$ cat src/rtl/rmw_win_pkg.sv
// Package: shared types and pure functions for the register window.
// Assumes a 9-bit byte address split into area[8:7], op[6:5], idx[4:0].
package rmw_win_pkg;

    typedef enum logic [1:0] {
        OP_WR  = 2'b00,
        OP_AND = 2'b01,
        OP_OR  = 2'b10,
        OP_RD  = 2'b11
    } op_e;

    typedef enum logic [1:0] {
        AR_CTRL = 2'b00,
        AR_RSV  = 2'b01,
        AR_IDA  = 2'b10,
        AR_IDB  = 2'b11
    } area_e;

    localparam int IDX_W       = 5;
    localparam int AREA_DEPTH  = 1 << IDX_W;
    localparam int NSLOT       = 9;

    localparam logic [IDX_W-1:0] IX_RELOC = 5'h00;
    localparam logic [IDX_W-1:0] IX_SIZE  = 5'h01;
    localparam logic [IDX_W-1:0] IX_STAT  = 5'h08;
    localparam logic [IDX_W-1:0] IX_TCTL  = 5'h0C;
    localparam logic [IDX_W-1:0] IX_TVAL  = 5'h0E;
    localparam logic [IDX_W-1:0] IX_PAGE  = 5'h18;

    // Combine an old byte with the data byte according to the operation.
    function automatic logic [7:0] apply_op(op_e op, logic [7:0] old, logic [7:0] d);
        case (op)
            OP_WR:   return d;
            OP_AND:  return old & d;
            OP_OR:   return old | d;
            default: return old;
        endcase
    endfunction

    // True when the control index names an existing register.
    function automatic logic idx_exists(logic [IDX_W-1:0] ix);
        return (ix <= 5'h08) || (ix == IX_TCTL) || (ix == IX_TVAL) || (ix == IX_PAGE);
    endfunction

    // Storage slot of a plain byte register, -1 if the index is not plain.
    function automatic int slot_of(logic [IDX_W-1:0] ix);
        if (ix == IX_RELOC)                return 0;
        if (ix >= 5'h02 && ix <= 5'h07)    return int'(ix) - 1;
        if (ix == IX_TCTL)                 return 7;
        if (ix == IX_PAGE)                 return 8;
        return -1;
    endfunction

    // Fixed test pattern byte of identification area B.
    function automatic logic [7:0] idb_byte(logic [IDX_W-1:0] ix);
        return (ix[0] ? 8'h55 : 8'hAA) ^ {3'b000, ix};
    endfunction

endpackage

$ cat src/rtl/rmw_decode.sv
// Module: splits an access address into its fields and classifies it.
// Assumes: purely combinational; acc_valid qualifies every output strobe.
module rmw_decode
    import rmw_win_pkg::*;
(
    input  logic             acc_valid,
    input  logic [8:0]       acc_addr,
    output op_e              op,
    output area_e            area,
    output logic [IDX_W-1:0] idx,
    output logic             rd_strobe,
    output logic             mod_strobe,
    output logic             err_strobe,
    output logic             ctrl_hit
);

    logic is_modify;
    logic read_only;

    // Field extraction.
    always_comb begin
        idx  = acc_addr[4:0];
        op   = op_e'(acc_addr[6:5]);
        area = area_e'(acc_addr[8:7]);
    end

    // Classification of the access.
    always_comb begin
        is_modify  = (op != OP_RD);
        ctrl_hit   = (area == AR_CTRL) && idx_exists(idx);
        read_only  = (area == AR_IDA) || (area == AR_IDB) ||
                     ((area == AR_CTRL) && (idx == IX_SIZE));
        rd_strobe  = acc_valid && !is_modify;
        mod_strobe = acc_valid && is_modify && ctrl_hit && !read_only;
        err_strobe = acc_valid && ((area == AR_RSV) ||
                                   ((area == AR_CTRL) && !idx_exists(idx)) ||
                                   (is_modify && read_only));
    end

endmodule

$ cat src/rtl/rmw_timer.sv
// Module: prescaled countdown timer with reload register.
// Assumes: load has priority over a tick in the same cycle; an expiry
// reloads the count from the last loaded value.
module rmw_timer
    import rmw_win_pkg::*;
#(
    parameter int TICK_DIV = 4,
    parameter int TMR_W    = 8
)(
    input  logic             clk,
    input  logic             rst_n,
    input  logic             run,
    input  logic             load,
    input  op_e              op,
    input  logic [7:0]       wdata,
    output logic [TMR_W-1:0] cnt,
    output logic             expire
);

    localparam int PRE_W = (TICK_DIV > 1) ? $clog2(TICK_DIV) : 1;

    logic [PRE_W-1:0] pre_q;
    logic [TMR_W-1:0] rel_q;
    logic [TMR_W-1:0] load_val;
    logic             tick;

    // Tick and expiry qualification.
    always_comb begin
        tick     = run && (pre_q == PRE_W'(TICK_DIV - 1));
        expire   = tick && !load && (cnt <= TMR_W'(1));
        load_val = TMR_W'(apply_op(op, 8'(rel_q), wdata));
    end

    // Prescaler counts only while the timer runs.
    always_ff @(posedge clk) begin
        if (!rst_n || !run || tick) pre_q <= '0;
        else                        pre_q <= pre_q + PRE_W'(1);
    end

    // Reload register and count.
    always_ff @(posedge clk) begin
        if (!rst_n) begin
            rel_q <= '0;
            cnt   <= '0;
        end else if (load) begin
            rel_q <= load_val;
            cnt   <= load_val;
        end else if (tick) begin
            cnt <= (cnt <= TMR_W'(1)) ? rel_q : cnt - TMR_W'(1);
        end
    end


    // hold_when_stopped_chk
    hold_when_stopped_chk: assert property (@(posedge clk) disable iff (!rst_n)
        (!run && !load) |=> $stable(cnt));

endmodule

$ cat src/rtl/rmw_id_rom.sv
// Module: the two read-only identification areas.
// Assumes: area A holds ID_BYTES bytes of ADDR_ID, least significant first.
module rmw_id_rom
    import rmw_win_pkg::*;
#(
    parameter int          ID_BYTES = 6,
    parameter logic [47:0] ADDR_ID  = 48'h10_00_5A_C3_19_7E
)(
    input  logic [IDX_W-1:0] idx,
    output logic [7:0]       ida_byte,
    output logic [7:0]       idb_out
);

    logic [7:0] ida_tab [AREA_DEPTH];

    // Build area A: parameter bytes, then zeros.
    for (genvar i = 0; i < AREA_DEPTH; i++) begin : g_ida
        if (i < ID_BYTES) begin : g_val
            assign ida_tab[i] = ADDR_ID[8*i +: 8];
        end else begin : g_zero
            assign ida_tab[i] = 8'h00;
        end
    end

    // Select the addressed byte of each area.
    always_comb begin
        ida_byte = ida_tab[idx];
        idb_out  = idb_byte(idx);
    end

endmodule

$ cat src/rtl/rmw_regfile.sv
// Module: plain control bytes, read-only size byte and interrupt status.
// Assumes: mod_strobe is only asserted for writable existing indices;
// hardware set events win over a host clear in the same cycle.
module rmw_regfile
    import rmw_win_pkg::*;
#(
    parameter int         TMR_W         = 8,
    parameter logic [1:0] RAM_SIZE_CODE = 2'b10
)(
    input  logic             clk,
    input  logic             rst_n,
    input  logic             mod_strobe,
    input  logic             err_strobe,
    input  op_e              op,
    input  logic [IDX_W-1:0] idx,
    input  logic [7:0]       wdata,
    input  logic             expire,
    input  logic [TMR_W-1:0] tmr_cnt,
    output logic [7:0]       ctrl_byte,
    output logic             tmr_run,
    output logic             tmr_load,
    output logic             irq_en,
    output logic             pend_tmr,
    output logic             pend_err,
    output logic [6:0]       ram_base
);

    logic [7:0] slot_q  [NSLOT];
    logic [7:0] slot_nx [NSLOT];
    logic [7:0] stat_cur;
    logic [7:0] stat_new;
    logic       stat_hit;

    // Next value of each plain byte register.
    for (genvar s = 0; s < NSLOT; s++) begin : g_slot
        localparam logic [7:0] MASK = (s == 0) ? 8'hFE : 8'hFF;
        assign slot_nx[s] = (mod_strobe && slot_of(idx) == s) ?
                            (apply_op(op, slot_q[s], wdata) & MASK) : slot_q[s];
    end

    // Register update of the plain bytes.
    always_ff @(posedge clk) begin
        for (int s = 0; s < NSLOT; s++) begin
            slot_q[s] <= rst_n ? slot_nx[s] : 8'h00;
        end
    end

    // Host-side view and modification of the status byte.
    always_comb begin
        stat_cur = {1'b0, irq_en, 1'b0, pend_tmr, 1'b0, pend_err, 2'b00};
        stat_hit = mod_strobe && (idx == IX_STAT);
        stat_new = stat_hit ? apply_op(op, stat_cur, wdata) : stat_cur;
    end

    // Status byte: host op first, hardware set events on top.
    always_ff @(posedge clk) begin
        if (!rst_n) begin
            irq_en   <= 1'b0;
            pend_tmr <= 1'b0;
            pend_err <= 1'b0;
        end else begin
            irq_en   <= stat_new[6];
            pend_tmr <= stat_new[4] | expire;
            pend_err <= stat_new[2] | err_strobe;
        end
    end

    // Derived controls for the timer and the RAM base output.
    always_comb begin
        tmr_run  = slot_q[7][7];
        tmr_load = mod_strobe && (idx == IX_TVAL);
        ram_base = slot_q[0][7:1];
    end

    // Read view of the addressed control index.
    always_comb begin
        if (slot_of(idx) >= 0)     ctrl_byte = slot_q[slot_of(idx)];
        else if (idx == IX_SIZE)   ctrl_byte = {4'b0000, RAM_SIZE_CODE, 2'b00};
        else if (idx == IX_STAT)   ctrl_byte = stat_cur;
        else if (idx == IX_TVAL)   ctrl_byte = 8'(tmr_cnt);
        else                       ctrl_byte = 8'h00;
    end


    // err_flag_chk
    err_flag_chk: assert property (@(posedge clk) disable iff (!rst_n)
        err_strobe |=> pend_err);


    // tmr_flag_chk
    tmr_flag_chk: assert property (@(posedge clk) disable iff (!rst_n)
        expire |=> pend_tmr);

endmodule

$ cat src/rtl/rmw_ctrl_window.sv
// Module: top of the address-encoded atomic register window.
// Assumes: one byte access per cycle; read data is registered and appears
// with rd_valid one cycle after the read access.
module rmw_ctrl_window
    import rmw_win_pkg::*;
#(
    parameter int          TICK_DIV      = 4,
    parameter int          TMR_W         = 8,
    parameter logic [1:0]  RAM_SIZE_CODE = 2'b10,
    parameter int          ID_BYTES      = 6,
    parameter logic [47:0] ADDR_ID       = 48'h10_00_5A_C3_19_7E
)(
    input  logic       clk,
    input  logic       rst_n,
    input  logic       acc_valid,
    input  logic [8:0] acc_addr,
    input  logic [7:0] acc_wdata,
    output logic       rd_valid,
    output logic [7:0] rd_data,
    output logic       irq,
    output logic [6:0] ram_base
);

    op_e              op;
    area_e            area;
    logic [IDX_W-1:0] idx;
    logic             rd_strobe, mod_strobe, err_strobe, ctrl_hit;
    logic [7:0]       ctrl_byte, ida_byte, idb_out, rd_sel;
    logic             tmr_run, tmr_load, expire;
    logic             irq_en, pend_tmr, pend_err;
    logic [TMR_W-1:0] tmr_cnt;

    rmw_decode u_dec (
        .acc_valid (acc_valid), .acc_addr (acc_addr),
        .op (op), .area (area), .idx (idx),
        .rd_strobe (rd_strobe), .mod_strobe (mod_strobe),
        .err_strobe (err_strobe), .ctrl_hit (ctrl_hit)
    );

    rmw_regfile #(.TMR_W (TMR_W), .RAM_SIZE_CODE (RAM_SIZE_CODE)) u_regs (
        .clk (clk), .rst_n (rst_n),
        .mod_strobe (mod_strobe), .err_strobe (err_strobe),
        .op (op), .idx (idx), .wdata (acc_wdata),
        .expire (expire), .tmr_cnt (tmr_cnt),
        .ctrl_byte (ctrl_byte), .tmr_run (tmr_run), .tmr_load (tmr_load),
        .irq_en (irq_en), .pend_tmr (pend_tmr), .pend_err (pend_err),
        .ram_base (ram_base)
    );

    rmw_timer #(.TICK_DIV (TICK_DIV), .TMR_W (TMR_W)) u_tmr (
        .clk (clk), .rst_n (rst_n),
        .run (tmr_run), .load (tmr_load), .op (op), .wdata (acc_wdata),
        .cnt (tmr_cnt), .expire (expire)
    );

    rmw_id_rom #(.ID_BYTES (ID_BYTES), .ADDR_ID (ADDR_ID)) u_id (
        .idx (idx), .ida_byte (ida_byte), .idb_out (idb_out)
    );

    // Area multiplexer for read data.
    always_comb begin
        case (area)
            AR_CTRL: rd_sel = ctrl_hit ? ctrl_byte : 8'h00;
            AR_IDA:  rd_sel = ida_byte;
            AR_IDB:  rd_sel = idb_out;
            default: rd_sel = 8'h00;
        endcase
    end

    // Registered read return.
    always_ff @(posedge clk) begin
        if (!rst_n) begin
            rd_valid <= 1'b0;
            rd_data  <= 8'h00;
        end else begin
            rd_valid <= rd_strobe;
            rd_data  <= rd_strobe ? rd_sel : 8'h00;
        end
    end

    // Enable-gated interrupt request.
    always_comb irq = irq_en && (pend_tmr || pend_err);


    // rdv_source_chk
    rdv_source_chk: assert property (@(posedge clk) disable iff (!rst_n)
        rd_valid |-> $past(acc_valid && acc_addr[6:5] == 2'b11));


    // rsv_zero_chk
    rsv_zero_chk: assert property (@(posedge clk) disable iff (!rst_n)
        (acc_valid && acc_addr[8:5] == 4'b0111) |=> (rd_valid && rd_data == 8'h00));


    // size_ro_chk
    size_ro_chk: assert property (@(posedge clk) disable iff (!rst_n)
        (acc_valid && acc_addr == 9'h061) |=> (rd_data == {4'b0000, RAM_SIZE_CODE, 2'b00}));

endmodule

$ cat config.mk
export PLATFORM = sky130hd
export DESIGN_NAME = rmw_ctrl_window
export DESIGN_NICKNAME = d
export VERILOG_FILES = /design/src/rtl/rmw_win_pkg.sv /design/src/rtl/rmw_decode.sv /design/src/rtl/rmw_timer.sv /design/src/rtl/rmw_id_rom.sv /design/src/rtl/rmw_regfile.sv /design/src/rtl/rmw_ctrl_window.sv
export SDC_FILE = /design/constraint.sdc
export NUM_CORES = 1
export LEC_CHECK = 0
export CELL_PAD_IN_SITES_DETAIL_PLACEMENT = 1
export CELL_PAD_IN_SITES_GLOBAL_PLACEMENT = 2
export CORE_ASPECT_RATIO = 0.9
export CORE_MARGIN = 2
export CORE_UTILIZATION = 28
export CTS_CLUSTER_DIAMETER = 200
export DETAILED_ROUTE_END_ITERATION = 10
export DONT_BUFFER_PORTS = 1
export GPL_TIMING_DRIVEN = 1
export PLACE_DENSITY = 0.66
export REMOVE_ABC_BUFFERS = 1
export SYNTH_ARGS = -nofsm -noshare
export SYNTH_HDL_FRONTEND = slang
export SYNTH_HIERARCHICAL = 1
export SYNTH_SLANG_ARGS = --single-unit
$ cat constraint.sdc
create_clock -name clk -period 9.9 [get_ports clk]
set_input_delay 2.475 -clock clk [delete_from_list [all_inputs] [get_ports clk]]
set_output_delay 2.475 -clock clk [all_outputs]
set_load 0.02 [all_outputs]
==> flow_summary.json <==
{
  "synth_edf_count": 0,
  "vias_per_cell": 6.17,
  "post-route-period-util_pct": 52.5,
  "arrival_ns": 5.46,
  "clk_pin_slew_ns": 0.07,
  "setup_violations": 0,
  "cts_root_buffer": "clkbuf_16",
  "start_kind": "input port",
  "worst-setup-path-type": "input port to register",
  "core_region_area_um2": 22600,
  "post-cts-setup-buffers": 0,
  "rows": 52,
  "netSwitchingFraction_pct": 29.9,
  "drt_wl_total_um": 24200,
  "io_buffers": 0,
  "leakage_uw": 0.00222,
  "yosysTopAreaCell": "dfxtp_1",
  "die_h_um": 148,
  "worst-r2r-cell-count": 6,
  "r2r_slack_ns": 7.77,
  "grt_pass1_wl_um": 37600,
  "fin_skew_ns": 0.0121,
  "seqPwrFrac_pct": 46.9,
  "setup-tns-final_ns": 0,
  "worstPathCellList": "nor4b_1 > o21bai_1 > nor4_1 > nor2b_1 > o21a_1 > nand3_2 > o221a_2",
  "timing.fmax_mhz": 192,
  "power.internal_uw": 610,
  "synth_ff_type": "dfxtp_1",
  "hp-class": "register to register",
  "cts_tree": "yes",
  "grt_pass1_vias": 6168,
  "dp_hpwl_um": 17100,
  "r2r-start": "u_tmr/cnt[0]$_SDFFE_PN0P_",
  "ys_seq_area_share_pct": 31.3,
  "maxSlewViolCount": 0,
  "dp.cells": 969,
  "wire_per_inst_um": 24.6,
  "dr.first_iter.drc_count": 514,
  "diodes": 0,
  "synth.ff_latch_count": 101,
  "syn_to_final_growth_pct": 4.55,
  "vdd_ir_drop_max_uv": 79.3,
  "overflow": 0,
  "vias": 6079,
  "power_switching_uw": 260,
  "async_flop_share_pct": 0,
  "first_pass_iters": 5,
  "drv_cap": 0,
  "clock_latency_ns": 0.37,
  "die_area_um2": 24300,
  "drcViolationCount": 0,
  "yosysUniqueCellTypes": 88,
  "fin_total_pwr_uw": 870,
  "whs_endpoint": "u_tmr/pre_q[0]$_SDFF_PP0_",
  "hold_depth": 1,
  "cp_max_fo": 25,
  "yosysWarningCount": 6,
  "worstSetupEndpointType": "register",
  "numCtsBuffers": 9,
  "cts_sinks": 101,
  "min_from": "u_tmr/pre_q[0]$_SDFF_PP0_",
  "nets": 720,
  "synth_top_area_share_pct": 31.3,
  "outcome": "finished, final reports clean",
  "place.gp.congestion": 0.839,
  "p_comb_share_pct": 11.6,
  "cts.hold.buffers_added": 0,
  "cts_max_level": 3,
  "rsz0062_at_grt": "false",
  "antenna_found_initial": 0,
  "grt.total_usage_pct": 20.0,
  "crit_required_ns": 10.16,
  "post-route-min-period_ns": 5.20,
  "reg2reg_to": "u_tmr/cnt[3]$_SDFFE_PN0P_",
  "cpMaxStageDelayCell": "nor2b_1",
  "avgSynthCellArea_um2": 8.73,
  "finalHoldViolations": 0,
  "clockPowerShare_pct": 41.5,
  "initial_core_util_pct": 28.6,
  "clockBufferDepth": 2,
  "die_x_um": 164,
  "p_per_area_nw_per_um2": 129,
  "drive_above_1_share_pct": 16.6,
  "ant_nets": 0,
  "synth_cells": 740,
  "grt_max_degree": 95,
  "syn_area_um2": 6460,
  "io-pin-count": 37,
  "slew_headroom_pct": 25.4,
  "worst_slew_pin_slew_ns": 1.12,
  "synth_area_leaders": "dfxtp_1, o221a_2, nor4_1",
  "slowest_delay_ns": 0.92,
  "synth.most_common_cell": "dfxtp_1",
  "cts-resized-gates": 0,
  "final_cells": 985,
  "yosys-top-cells-count": "dfxtp_1, nand2_1, nor4_1, o221a_2, o21ai_0"
}
==> flip-flops by register name (all words and copies together), names as in the netlist <==
| name | count |
|---|---|
| u_regs/pend_err | 1 |
| u_tmr/cnt | 8 |
| rd_data | 8 |
| u_regs/irq_en | 1 |
| u_regs/pend_tmr | 1 |
| rd_valid | 1 |
| u_regs/slot_q | 71 |
| u_tmr/rel_q | 8 |
| u_tmr/pre_q | 2 |
==> stage by stage <==
step	hold WS (ns)	setup WS, ns	utilization [%]	instance area [um^2]
after floorplan	0.407	4.33	-	6020
after global placement	0.416	4.43	28.6	6460
after detailed placement	0.438	4.30	28.6	6460
after CTS	0.449	4.67	29.9	6750
after global routing	0.491	4.54	29.9	6750
final	0.437	4.70	29.9	6750
==> power groups by stage <==
| stage | Combinational, uW | Clock [uW] | Sequential (uW) |
|---|---|---|---|
| final | 101 | 361 | 408 |
| after detailed placement | 99.1 | 0 | 417 |
| after floorplan | 63.8 | 0 | 417 |
| after global placement | 98.3 | 0 | 417 |
| after CTS | 99.6 | 371 | 408 |
| after global routing | 108 | 392 | 408 |
==> logic make-up after synthesis <==
logic type	synth area share (%)
AOI/OAI and AO/OA	31.7
DFF	31.3
muxes	2.56
other	0.0581
buffers and inverters	7.84
adders and majority gates	3.29
and+or+nand+nor	22.3
xor gates and xnor gates	0.930
==> worst max path at each step <==
stage | from | to | slack (ns) | cells after the start
after floorplan | acc_addr[0] | u_regs/slot_q[5][7]$_SDFFE_PN0P_ | 4.33 | 7
after CTS | acc_addr[2] | u_regs/slot_q[7][5]$_SDFFE_PN0P_ | 4.67 | 7
after detailed placement | acc_addr[2] | u_regs/slot_q[7][5]$_SDFFE_PN0P_ | 4.30 | 7
after global routing | acc_addr[2] | u_regs/slot_q[2][7]$_SDFFE_PN0P_ | 4.54 | 7
final | acc_addr[2] | u_regs/slot_q[7][3]$_SDFFE_PN0P_ | 4.70 | 7
after global placement | acc_addr[2] | u_regs/slot_q[7][2]$_SDFFE_PN0P_ | 4.43 | 7
==> cell usage in the layout (no fill, tap or decap), types with 6 or more instances in the layout <==
| cell | count |
|---|---|
| and2_1 | 7 |
| nand2b_1 | 10 |
| nand4_1 | 13 |
| nand3_1 | 21 |
| nor3_1 | 16 |
| a211o_1 | 7 |
| inv_1 | 18 |
| a21o_1 | 6 |
| nor2_1 | 29 |
| nor4_1 | 50 |
| buf_4 | 8 |
| o22ai_1 | 15 |
| o21ai_0 | 33 |
| a21boi_0 | 8 |
| nor2b_1 | 9 |
| ha_1 | 17 |
| o221a_2 | 50 |
| a21oi_1 | 32 |
| dfxtp_1 | 101 |
| a22oi_1 | 17 |
| or2_2 | 9 |
| a31oi_1 | 13 |
| mux2i_1 | 12 |
| nand2_1 | 50 |
| clkbuf_16 | 9 |
==> layout make-up <==
type | instances | area (um^2)
timing repair buffer | 8 | 60.1
fill | 2633 | 15800
inverter | 18 | 67.6
clock inverter | 7 | 72.6
multi-input combinational | 545 | 3940
clock buffer | 9 | 225
tap | 297 | 372
sequential | 101 | 2020
==> critical path, delay by kind of cell <==
kind | cells | cell delay, ns
AOI/OAI and AO/OA | 3 | 0.97
and+or+nand+nor | 4 | 1.99
==> per-layer routing <==
layer	up-vias	GRT usage [%]	part of all wire, %
met3	33	3.71	4.5
met5	-	0	0
li1	2772	-	-
met2	153	31.0	45
met4	0	5.83	2.0
met1	3121	28.3	48
(Power assumes the default switching activity.)
